==> src/rtl/flash_guard_pkg.sv <==
`timescale 1ns/1ps
package flash_guard_pkg;

    typedef enum logic [2:0] {
        ST_IDLE,
        ST_OPCODE,
        ST_ADDR,
        ST_PAYLOAD,
        ST_STATUS_OUT,
        ST_DISCARD
    } frame_state_t;

    typedef enum logic [1:0] {
        PWR_STANDBY = 2'b00,
        PWR_ACTIVE  = 2'b01,
        PWR_DEEP    = 2'b10
    } pwr_state_t;

    typedef enum logic [1:0] {
        OPK_STATUS  = 2'b00,
        OPK_PROGRAM = 2'b01,
        OPK_SECTOR  = 2'b10,
        OPK_BULK    = 2'b11
    } op_kind_t;

    localparam logic [7:0] OPC_WR_EN      = 8'h06;
    localparam logic [7:0] OPC_WR_DIS     = 8'h04;
    localparam logic [7:0] OPC_STAT_RD    = 8'h05;
    localparam logic [7:0] OPC_STAT_WR    = 8'h01;
    localparam logic [7:0] OPC_PROG       = 8'h02;
    localparam logic [7:0] OPC_SECT_ERASE = 8'hD8;
    localparam logic [7:0] OPC_BULK_ERASE = 8'hC7;
    localparam logic [7:0] OPC_SLEEP      = 8'hB9;
    localparam logic [7:0] OPC_WAKE       = 8'hAB;

endpackage

==> src/rtl/flash_spi_rx.sv <==
`timescale 1ns/1ps
// Resynchronises the SPI pins and assembles mode 0 bytes, MSB first.
module flash_spi_rx #(
    parameter int SYNC_LEN = 2
) (
    input  logic       clk,
    input  logic       rst_n,
    input  logic       cs_n,
    input  logic       sclk,
    input  logic       mosi,
    output logic       sel,
    output logic       frame_start,
    output logic       frame_end,
    output logic       bit_rise,
    output logic       byte_valid,
    output logic [7:0] rx_byte,
    output logic       aligned
);
    logic [SYNC_LEN-1:0] cs_s, ck_s, d_s;
    logic                cs_q, ck_q;
    logic [2:0]          bit_cnt;

    assign sel         = !cs_s[SYNC_LEN-1];
    assign frame_start = cs_q && !cs_s[SYNC_LEN-1];
    assign frame_end   = !cs_q && cs_s[SYNC_LEN-1];
    assign bit_rise    = sel && ck_s[SYNC_LEN-1] && !ck_q;
    assign aligned     = (bit_cnt == 3'd0);

    always_ff @(posedge clk or negedge rst_n) begin
        if (!rst_n) begin
            cs_s       <= '1;
            ck_s       <= '0;
            d_s        <= '0;
            cs_q       <= 1'b1;
            ck_q       <= 1'b0;
            bit_cnt    <= 3'd0;
            rx_byte    <= 8'h00;
            byte_valid <= 1'b0;
        end else begin
            cs_s       <= {cs_s[SYNC_LEN-2:0], cs_n};
            ck_s       <= {ck_s[SYNC_LEN-2:0], sclk};
            d_s        <= {d_s[SYNC_LEN-2:0], mosi};
            cs_q       <= cs_s[SYNC_LEN-1];
            ck_q       <= ck_s[SYNC_LEN-1];
            byte_valid <= bit_rise && (bit_cnt == 3'd7);
            if (frame_start) begin
                bit_cnt <= 3'd0;
            end else if (bit_rise) begin
                bit_cnt <= bit_cnt + 3'd1;
                rx_byte <= {rx_byte[6:0], d_s[SYNC_LEN-1]};
            end
        end
    end
endmodule

==> src/rtl/flash_prot_map.sv <==
`timescale 1ns/1ps
// Decides whether a sector lies in the read-only top region.
module flash_prot_map #(
    parameter int SECT_W = 6
) (
    input  logic [2:0]        level,
    input  logic [SECT_W-1:0] sector,
    output logic              locked
);
    localparam logic [SECT_W:0] FULL = {1'b1, {SECT_W{1'b0}}};
    localparam logic [SECT_W:0] ONE  = {{SECT_W{1'b0}}, 1'b1};

    logic [SECT_W:0] span;
    logic [SECT_W:0] reach;

    always_comb begin
        if (level == 3'd0)
            span = '0;
        else if (32'(level) > SECT_W)
            span = FULL;
        else
            span = ONE << (level - 3'd1);
        reach  = {1'b0, sector} + span;
        locked = reach[SECT_W];
    end
endmodule

==> src/rtl/flash_cmd_guard.sv <==
`timescale 1ns/1ps
module flash_cmd_guard
    import flash_guard_pkg::*;
#(
    parameter int ADDR_BYTES = 3,
    parameter int SECT_W     = 6,
    parameter int SYNC_LEN   = 2
) (
    input  logic                    clk,
    input  logic                    rst_n,
    input  logic                    cs_n,
    input  logic                    sclk,
    input  logic                    mosi,
    output logic                    miso,
    input  logic                    wp_n,
    input  logic                    arr_busy,
    input  logic                    arr_done,
    output logic                    op_start,
    output logic [1:0]              op_kind,
    output logic [8*ADDR_BYTES-1:0] op_addr,
    output logic [7:0]              stat_o,
    output logic [1:0]              pwr_o
);
    localparam int ADDR_W  = 8 * ADDR_BYTES;
    localparam int CNT_MAX = ADDR_BYTES + 2;
    localparam int CNT_W   = $clog2(CNT_MAX + 1);

    frame_state_t     state_q, state_d;
    logic             sel, frame_start, frame_end, bit_rise, byte_valid, aligned;
    logic [7:0]       rx_byte, opc_q, miso_sr, stat_byte;
    logic [ADDR_W-1:0] addr_q;
    logic [3:0]       data_q;
    logic [CNT_W-1:0] nbytes_q;
    logic             wel_q, lock_q, deep_q, inflight_q, wip;
    logic [2:0]       lvl_q;
    logic             region_locked, hw_locked, go, accept;
    op_kind_t         kind;

    flash_spi_rx #(.SYNC_LEN(SYNC_LEN)) u_rx (
        .clk(clk), .rst_n(rst_n), .cs_n(cs_n), .sclk(sclk), .mosi(mosi),
        .sel(sel), .frame_start(frame_start), .frame_end(frame_end),
        .bit_rise(bit_rise), .byte_valid(byte_valid), .rx_byte(rx_byte),
        .aligned(aligned)
    );

    flash_prot_map #(.SECT_W(SECT_W)) u_prot (
        .level(lvl_q), .sector(addr_q[ADDR_W-1 -: SECT_W]), .locked(region_locked)
    );

    assign wip       = inflight_q | arr_busy;
    assign stat_byte = {lock_q, 2'b00, lvl_q, wel_q, wip};
    assign stat_o    = stat_byte;
    assign hw_locked = !wp_n && lock_q;
    assign miso      = (state_q == ST_STATUS_OUT) ? miso_sr[7] : 1'b0;

    always_comb begin
        if (deep_q)           pwr_o = PWR_DEEP;
        else if (sel || wip)  pwr_o = PWR_ACTIVE;
        else                  pwr_o = PWR_STANDBY;
    end

    // Accept decision for modifying frames, evaluated at select rise
    always_comb begin
        go     = frame_end && !deep_q && !wip && aligned && wel_q;
        accept = 1'b0;
        kind   = OPK_STATUS;
        case (opc_q)
            OPC_STAT_WR: begin
                accept = go && (nbytes_q >= CNT_W'(2)) && !hw_locked;
                kind   = OPK_STATUS;
            end
            OPC_PROG: begin
                accept = go && (nbytes_q >= CNT_W'(ADDR_BYTES + 2)) && !region_locked;
                kind   = OPK_PROGRAM;
            end
            OPC_SECT_ERASE: begin
                accept = go && (nbytes_q >= CNT_W'(ADDR_BYTES + 1)) && !region_locked;
                kind   = OPK_SECTOR;
            end
            OPC_BULK_ERASE: begin
                accept = go && (lvl_q == 3'd0);
                kind   = OPK_BULK;
            end
            default: ;
        endcase
    end

    // Frame parser next state
    always_comb begin
        state_d = state_q;
        if (frame_end) begin
            state_d = ST_IDLE;
        end else begin
            unique case (state_q)
                ST_IDLE:
                    if (frame_start) state_d = ST_OPCODE;
                ST_OPCODE:
                    if (byte_valid) begin
                        if (rx_byte == OPC_STAT_WR)
                            state_d = ST_PAYLOAD;
                        else if (rx_byte == OPC_PROG || rx_byte == OPC_SECT_ERASE)
                            state_d = ST_ADDR;
                        else if (rx_byte == OPC_STAT_RD && !deep_q)
                            state_d = ST_STATUS_OUT;
                        else
                            state_d = ST_DISCARD;
                    end
                ST_ADDR:
                    if (byte_valid && nbytes_q == CNT_W'(ADDR_BYTES))
                        state_d = (opc_q == OPC_PROG) ? ST_PAYLOAD : ST_DISCARD;
                ST_PAYLOAD, ST_STATUS_OUT, ST_DISCARD: ;
                default: state_d = ST_IDLE;
            endcase
        end
    end

    always_ff @(posedge clk or negedge rst_n) begin
        if (!rst_n) state_q <= ST_IDLE;
        else        state_q <= state_d;
    end

    always_ff @(posedge clk or negedge rst_n) begin
        if (!rst_n) begin
            opc_q      <= 8'h00;
            addr_q     <= '0;
            data_q     <= 4'h0;
            nbytes_q   <= '0;
            miso_sr    <= 8'h00;
            wel_q      <= 1'b0;
            lock_q     <= 1'b0;
            lvl_q      <= 3'd0;
            deep_q     <= 1'b0;
            inflight_q <= 1'b0;
            op_start   <= 1'b0;
            op_kind    <= 2'b00;
            op_addr    <= '0;
        end else begin
            op_start <= 1'b0;
            if (frame_start) begin
                nbytes_q <= '0;
                opc_q    <= 8'h00;
            end else if (byte_valid) begin
                if (nbytes_q != CNT_W'(CNT_MAX)) nbytes_q <= nbytes_q + CNT_W'(1);
                if (state_q == ST_OPCODE) opc_q <= rx_byte;
                if (state_q == ST_ADDR)   addr_q <= ADDR_W'({addr_q, rx_byte});
                if (state_q == ST_PAYLOAD && opc_q == OPC_STAT_WR && nbytes_q == CNT_W'(1))
                    data_q <= {rx_byte[7], rx_byte[4:2]};
            end
            if (state_q == ST_OPCODE && state_d == ST_STATUS_OUT) begin
                miso_sr <= stat_byte;
            end else if (state_q == ST_STATUS_OUT) begin
                if (byte_valid)    miso_sr <= stat_byte;
                else if (bit_rise) miso_sr <= {miso_sr[6:0], 1'b0};
            end
            if (arr_done && inflight_q) begin
                inflight_q <= 1'b0;
                wel_q      <= 1'b0;
            end
            if (frame_end && !wip) begin
                if (deep_q) begin
                    if (opc_q == OPC_WAKE) deep_q <= 1'b0;
                end else begin
                    if (opc_q == OPC_WR_EN)  wel_q  <= 1'b1;
                    if (opc_q == OPC_WR_DIS) wel_q  <= 1'b0;
                    if (opc_q == OPC_SLEEP)  deep_q <= 1'b1;
                    if (accept) begin
                        op_start   <= 1'b1;
                        op_kind    <= kind;
                        op_addr    <= addr_q;
                        inflight_q <= 1'b1;
                        if (opc_q == OPC_STAT_WR) begin
                            lock_q <= data_q[3];
                            lvl_q  <= data_q[2:0];
                        end
                    end
                end
            end
        end
    end
endmodule

==> config.mk <==
export PLATFORM = sky130hd
export DESIGN_NAME = flash_cmd_guard
export DESIGN_NICKNAME = d
export VERILOG_FILES = /design/src/rtl/flash_guard_pkg.sv /design/src/rtl/flash_spi_rx.sv /design/src/rtl/flash_prot_map.sv /design/src/rtl/flash_cmd_guard.sv
export SDC_FILE = /design/constraint.sdc
export NUM_CORES = 1
export LEC_CHECK = 0
export CAP_MARGIN = 10
export CELL_PAD_IN_SITES_DETAIL_PLACEMENT = 1
export CELL_PAD_IN_SITES_GLOBAL_PLACEMENT = 1
export CORE_ASPECT_RATIO = 2
export CORE_MARGIN = 2
export CORE_UTILIZATION = 50
export DETAILED_ROUTE_END_ITERATION = 8
export PLACE_DENSITY_LB_ADDON = 0.1
export SLEW_MARGIN = 25
export SYNTH_ARGS = -nofsm -noshare
export SYNTH_HDL_FRONTEND = slang
export SYNTH_SLANG_ARGS = --single-unit
==> constraint.sdc <==
create_clock -name clk -period 6 [get_ports clk]
set_clock_uncertainty 0.1 [all_clocks]
set_input_delay 0.6 -clock clk [delete_from_list [all_inputs] [get_ports clk]]
set_output_delay 0.6 -clock clk [all_outputs]
set_load 0.02 [all_outputs]
==> out/qor.csv <==
stage;metric;value;unit
die;num_rows;50;
routing;drt-total-wl;10.8;mm
clocking;cts_resized;0;
logic_synthesis;synth.most_common_cell;dfrtp_1;
critical_path;cp-start-kind;flip-flop;
grt;grt_pass1_wl;17.8;mm
placed_design;dpl.hpwl;7.99;mm
clocking;insertion_delay;0.34;ns
logic_synthesis;synthArstFlopShare;100;%
critical_path;max_stage_delay;0.63;ns
critical_path;cp_cell_sequence;inv_1, nor3b_1, ha_1, a21o_1, a221oi_1, nor3_1, o211a_1, o21ai_4, mux2_2;
logic_synthesis;yosys.area.top_type;dfrtp_1;
die;die_h;141;µm
final_layout;final_area;5470;µm²
pwr;pwr_density_cell;267;nW/µm²
critical_path;r2r_setup_slack;2.57;ns
grt;antenna_found_initial;0;
die;start_util;50.6;%
critical_path;cp_max_fo;24;
sta;tightest_slew;0.968;ns
critical_path;path_class;reg -> reg;
clocking;cts_buffers;9;
final_layout;final_nets;436;
routing;drc;0;
clocking;clkTransAtPathRegs;0.07;ns
routing;first_iter_violations;99;
final_layout;fillers;949;
clocking;cts_tree;built;
sta;grt_setup_unrepaired;no;
logic_synthesis;synthCells;382;
run;drv_cap;0;
logic_synthesis;synth_area_leaders;dfrtp_1, mux2_2, ha_1;
final_layout;drive_above_1_share;24.2;%
logic_synthesis;synth_enable_flop_cells;0;
grt;grt_overflow;0;
pwr;power.total;1.46;mW
routing;firstDrtPassIters;4;
clocking;postCtsSetupBuffers;0;
logic_synthesis;synth-main-ff-cell;dfrtp_1;
logic_synthesis;syn-cell-area;4690;µm²
routing;routedWlPerCell;20.5;µm
die;core-area;9260;µm²
die;die_width;72.5;µm
critical_path;required;6.13;ns
clocking;cts_root_buffer;clkbuf_16;
placed_design;io_buffers;43;
logic_synthesis;synthTopCellsByCount;dfrtp_1, mux2_2, nand2_1, a21oi_1, nor2_1;
final_layout;area_growth;16.6;%
critical_path;crit_path_end_kind;flip-flop;
routing;ant_nets;0;
routing;vias_per_cell;5.98;
pwr;peakVddDrop;0.243;mV
logic_synthesis;synth_top_cell_area_share;53.9;%
final_layout;final_util;59.1;%
critical_path;cpMaxStageDelayCell;o21ai_4;
sta;maxSlewHeadroom;35.3;%
grt;first_global_vias;3419;
logic_synthesis;yosysUniqueCellTypes;49;
sta;drv_slew;0;
sta;fin_tns_setup;0;ns
die;die_area;10200;µm²
sta;clock.fmax;292;MHz
placed_design;placed_area;5150;µm²
clocking;htreeDepth;3;
grt;grt_usage;23.3;%
critical_path;crit_arrival;3.55;ns
grt;grt_max_degree;80;
clocking;clkSinkCount;104;
logic_synthesis;yosysSeqAreaShare;55.6;%
logic_synthesis;ys_warn_count;0;
pwr;p_leak;2.56;nW
status;outcome;completed;
clocking;cts_hold_buffers;0;
final_layout;n_antenna_cell;0;
sta;setup_violations;0;
placed_design;gp_congestion;0.887;
min_path;hold_class;in -> async;
die;io_pins;46;
sta;hold_viol;0;
sta;post-route-period-util;57.1;%
routing;vias;3145;
sta;period_minus_slack;3.43;ns
clocking;clockBufferDepth;2;
logic_synthesis;synth.avg_cell_area;12.3;µm²
logic_synthesis;synth_seq_cells;104;
[where the power goes]
group / total (mW) / internal (mW) / switching (mW)
combinational: 0.0852 / 0.0366 / 0.0486
sequential: 0.761 / 0.722 / 0.0388
clock: 0.615 / 0.366 / 0.249
total: 1.46 / 1.12 / 0.336
[layout make-up]
| cell class | count | area (µm²) | share of cell area, % |
|---|---|---|---|
| Inverter | 12 | 45.0 | 0.824 |
| Timing Repair Buffer | 47 | 462 | 8.44 |
| Sequential cell | 104 | 2610 | 47.7 |
| Multi-Input combinational cell | 243 | 1910 | 35.0 |
| Clock inverter | 5 | 81.3 | 1.49 |
| Tap cell | 104 | 130 | 2.38 |
| Clock buffer | 11 | 233 | 4.26 |
[cells by family (layout without fill, tap and decap cells)]
group | after synthesis | in the layout | synth area share [%]
other | 1 | 2 | 0.0800
buffers and inverters | 36 | 75 | 3.79
multiplexers | 78 | 78 | 18.7
AO/OA/AOI/OAI | 48 | 48 | 6.78
XOR/XNOR | 2 | 2 | 0.374
AND/OR/NAND/NOR | 102 | 102 | 11.8
flip-flops | 104 | 104 | 55.6
adder cells (fa/ha/maj) | 11 | 11 | 2.93
[cells in the final DEF (no fill, tap or decap), types with 2 or more instances in the layout]
master	n
o21a_1	2
o21ai_0	10
clkbuf_1	2
xnor2_1	2
clkdlybuf4s50_1	42
mux2_2	76
a21o_1	3
nand4_1	8
clkbuf_16	9
inv_1	12
and4b_1	2
nor4_1	5
nor3_1	8
nand2_1	27
ha_1	11
a21oi_1	18
o211a_1	2
and4_1	2
nor2b_1	3
buf_4	4
dfrtp_1	101
nor2_1	16
mux2i_1	2
bufinv_16	2
and2_1	4
nand3_1	6
nor3b_1	5
conb_1	2
nor4bb_1	2
dfstp_2	3
and3_1	2
nand4b_1	2
nand2b_1	5
[layer usage]
| layer | up-vias | GRT usage, % | routed length (µm) |
|---|---|---|---|
| li1 | 1415 | - | - |
| met1 | 1641 | 25.5 | 3940 |
| met2 | 58 | 40.8 | 6070 |
| met3 | 31 | 3.72 | 220 |
| met4 | 0 | 14.2 | 558 |
| met5 | - | 0 | 0 |
[through the flow]
| stage | hold WS [ns] | std cells | worst slack (ns) |
|---|---|---|---|
| floorplan | 0.204 | 383 | 3.08 |
| global placement | 0.232 | 510 | 2.67 |
| detailed placement | 0.240 | 510 | 2.55 |
| CTS | 0.0635 | 526 | 2.50 |
| global route | 0.0768 | 526 | 2.19 |
| finish | 0.0591 | 526 | 2.57 |
[state kept, by name (all words and copies together), names as in the netlist, 2 cells and up]
| name | count |
|---|---|
| addr_q | 24 |
| op_addr | 24 |
| miso_sr | 8 |
| opc_q | 8 |
| u_rx.rx_byte | 8 |
| data_q | 4 |
| lvl_q | 3 |
| nbytes_q | 3 |
| state_q | 3 |
| u_rx.bit_cnt | 3 |
| op_kind | 2 |
| u_rx.ck_s | 2 |
| u_rx.cs_s | 2 |
| u_rx.d_s | 2 |
[final timing paths]
check                                      start                      to  depth (start not counted)
hold reg to reg            u_rx.d_s[0]$_DFF_PN0_   u_rx.d_s[1]$_DFF_PN0_                          0
max in group asynchronous                  rst_n    lvl_q[2]$_DFFE_PN0P_                          2
setup / recovery            lvl_q[1]$_DFFE_PN0P_  op_addr[9]$_DFFE_PN0P_                          9
setup reg to reg            lvl_q[1]$_DFFE_PN0P_  op_addr[9]$_DFFE_PN0P_                          9
min in group clk           u_rx.d_s[0]$_DFF_PN0_   u_rx.d_s[1]$_DFF_PN0_                          0
hold / removal                             rst_n     u_rx.ck_q$_DFF_PN0_                          1
[critical path: cells and delay by family, from the launching register on]
| family | cells | cell delay (ns) |
|---|---|---|
| buf+inv | 1 | 0.16 |
| simple gates | 2 | 0.33 |
| flops | 1 | 0.50 |
| compound gates | 4 | 1.49 |
| fa+ha+maj | 1 | 0.29 |
| mux | 1 | 0.42 |
No activity file was read; power rests on OpenSTA's default activity.
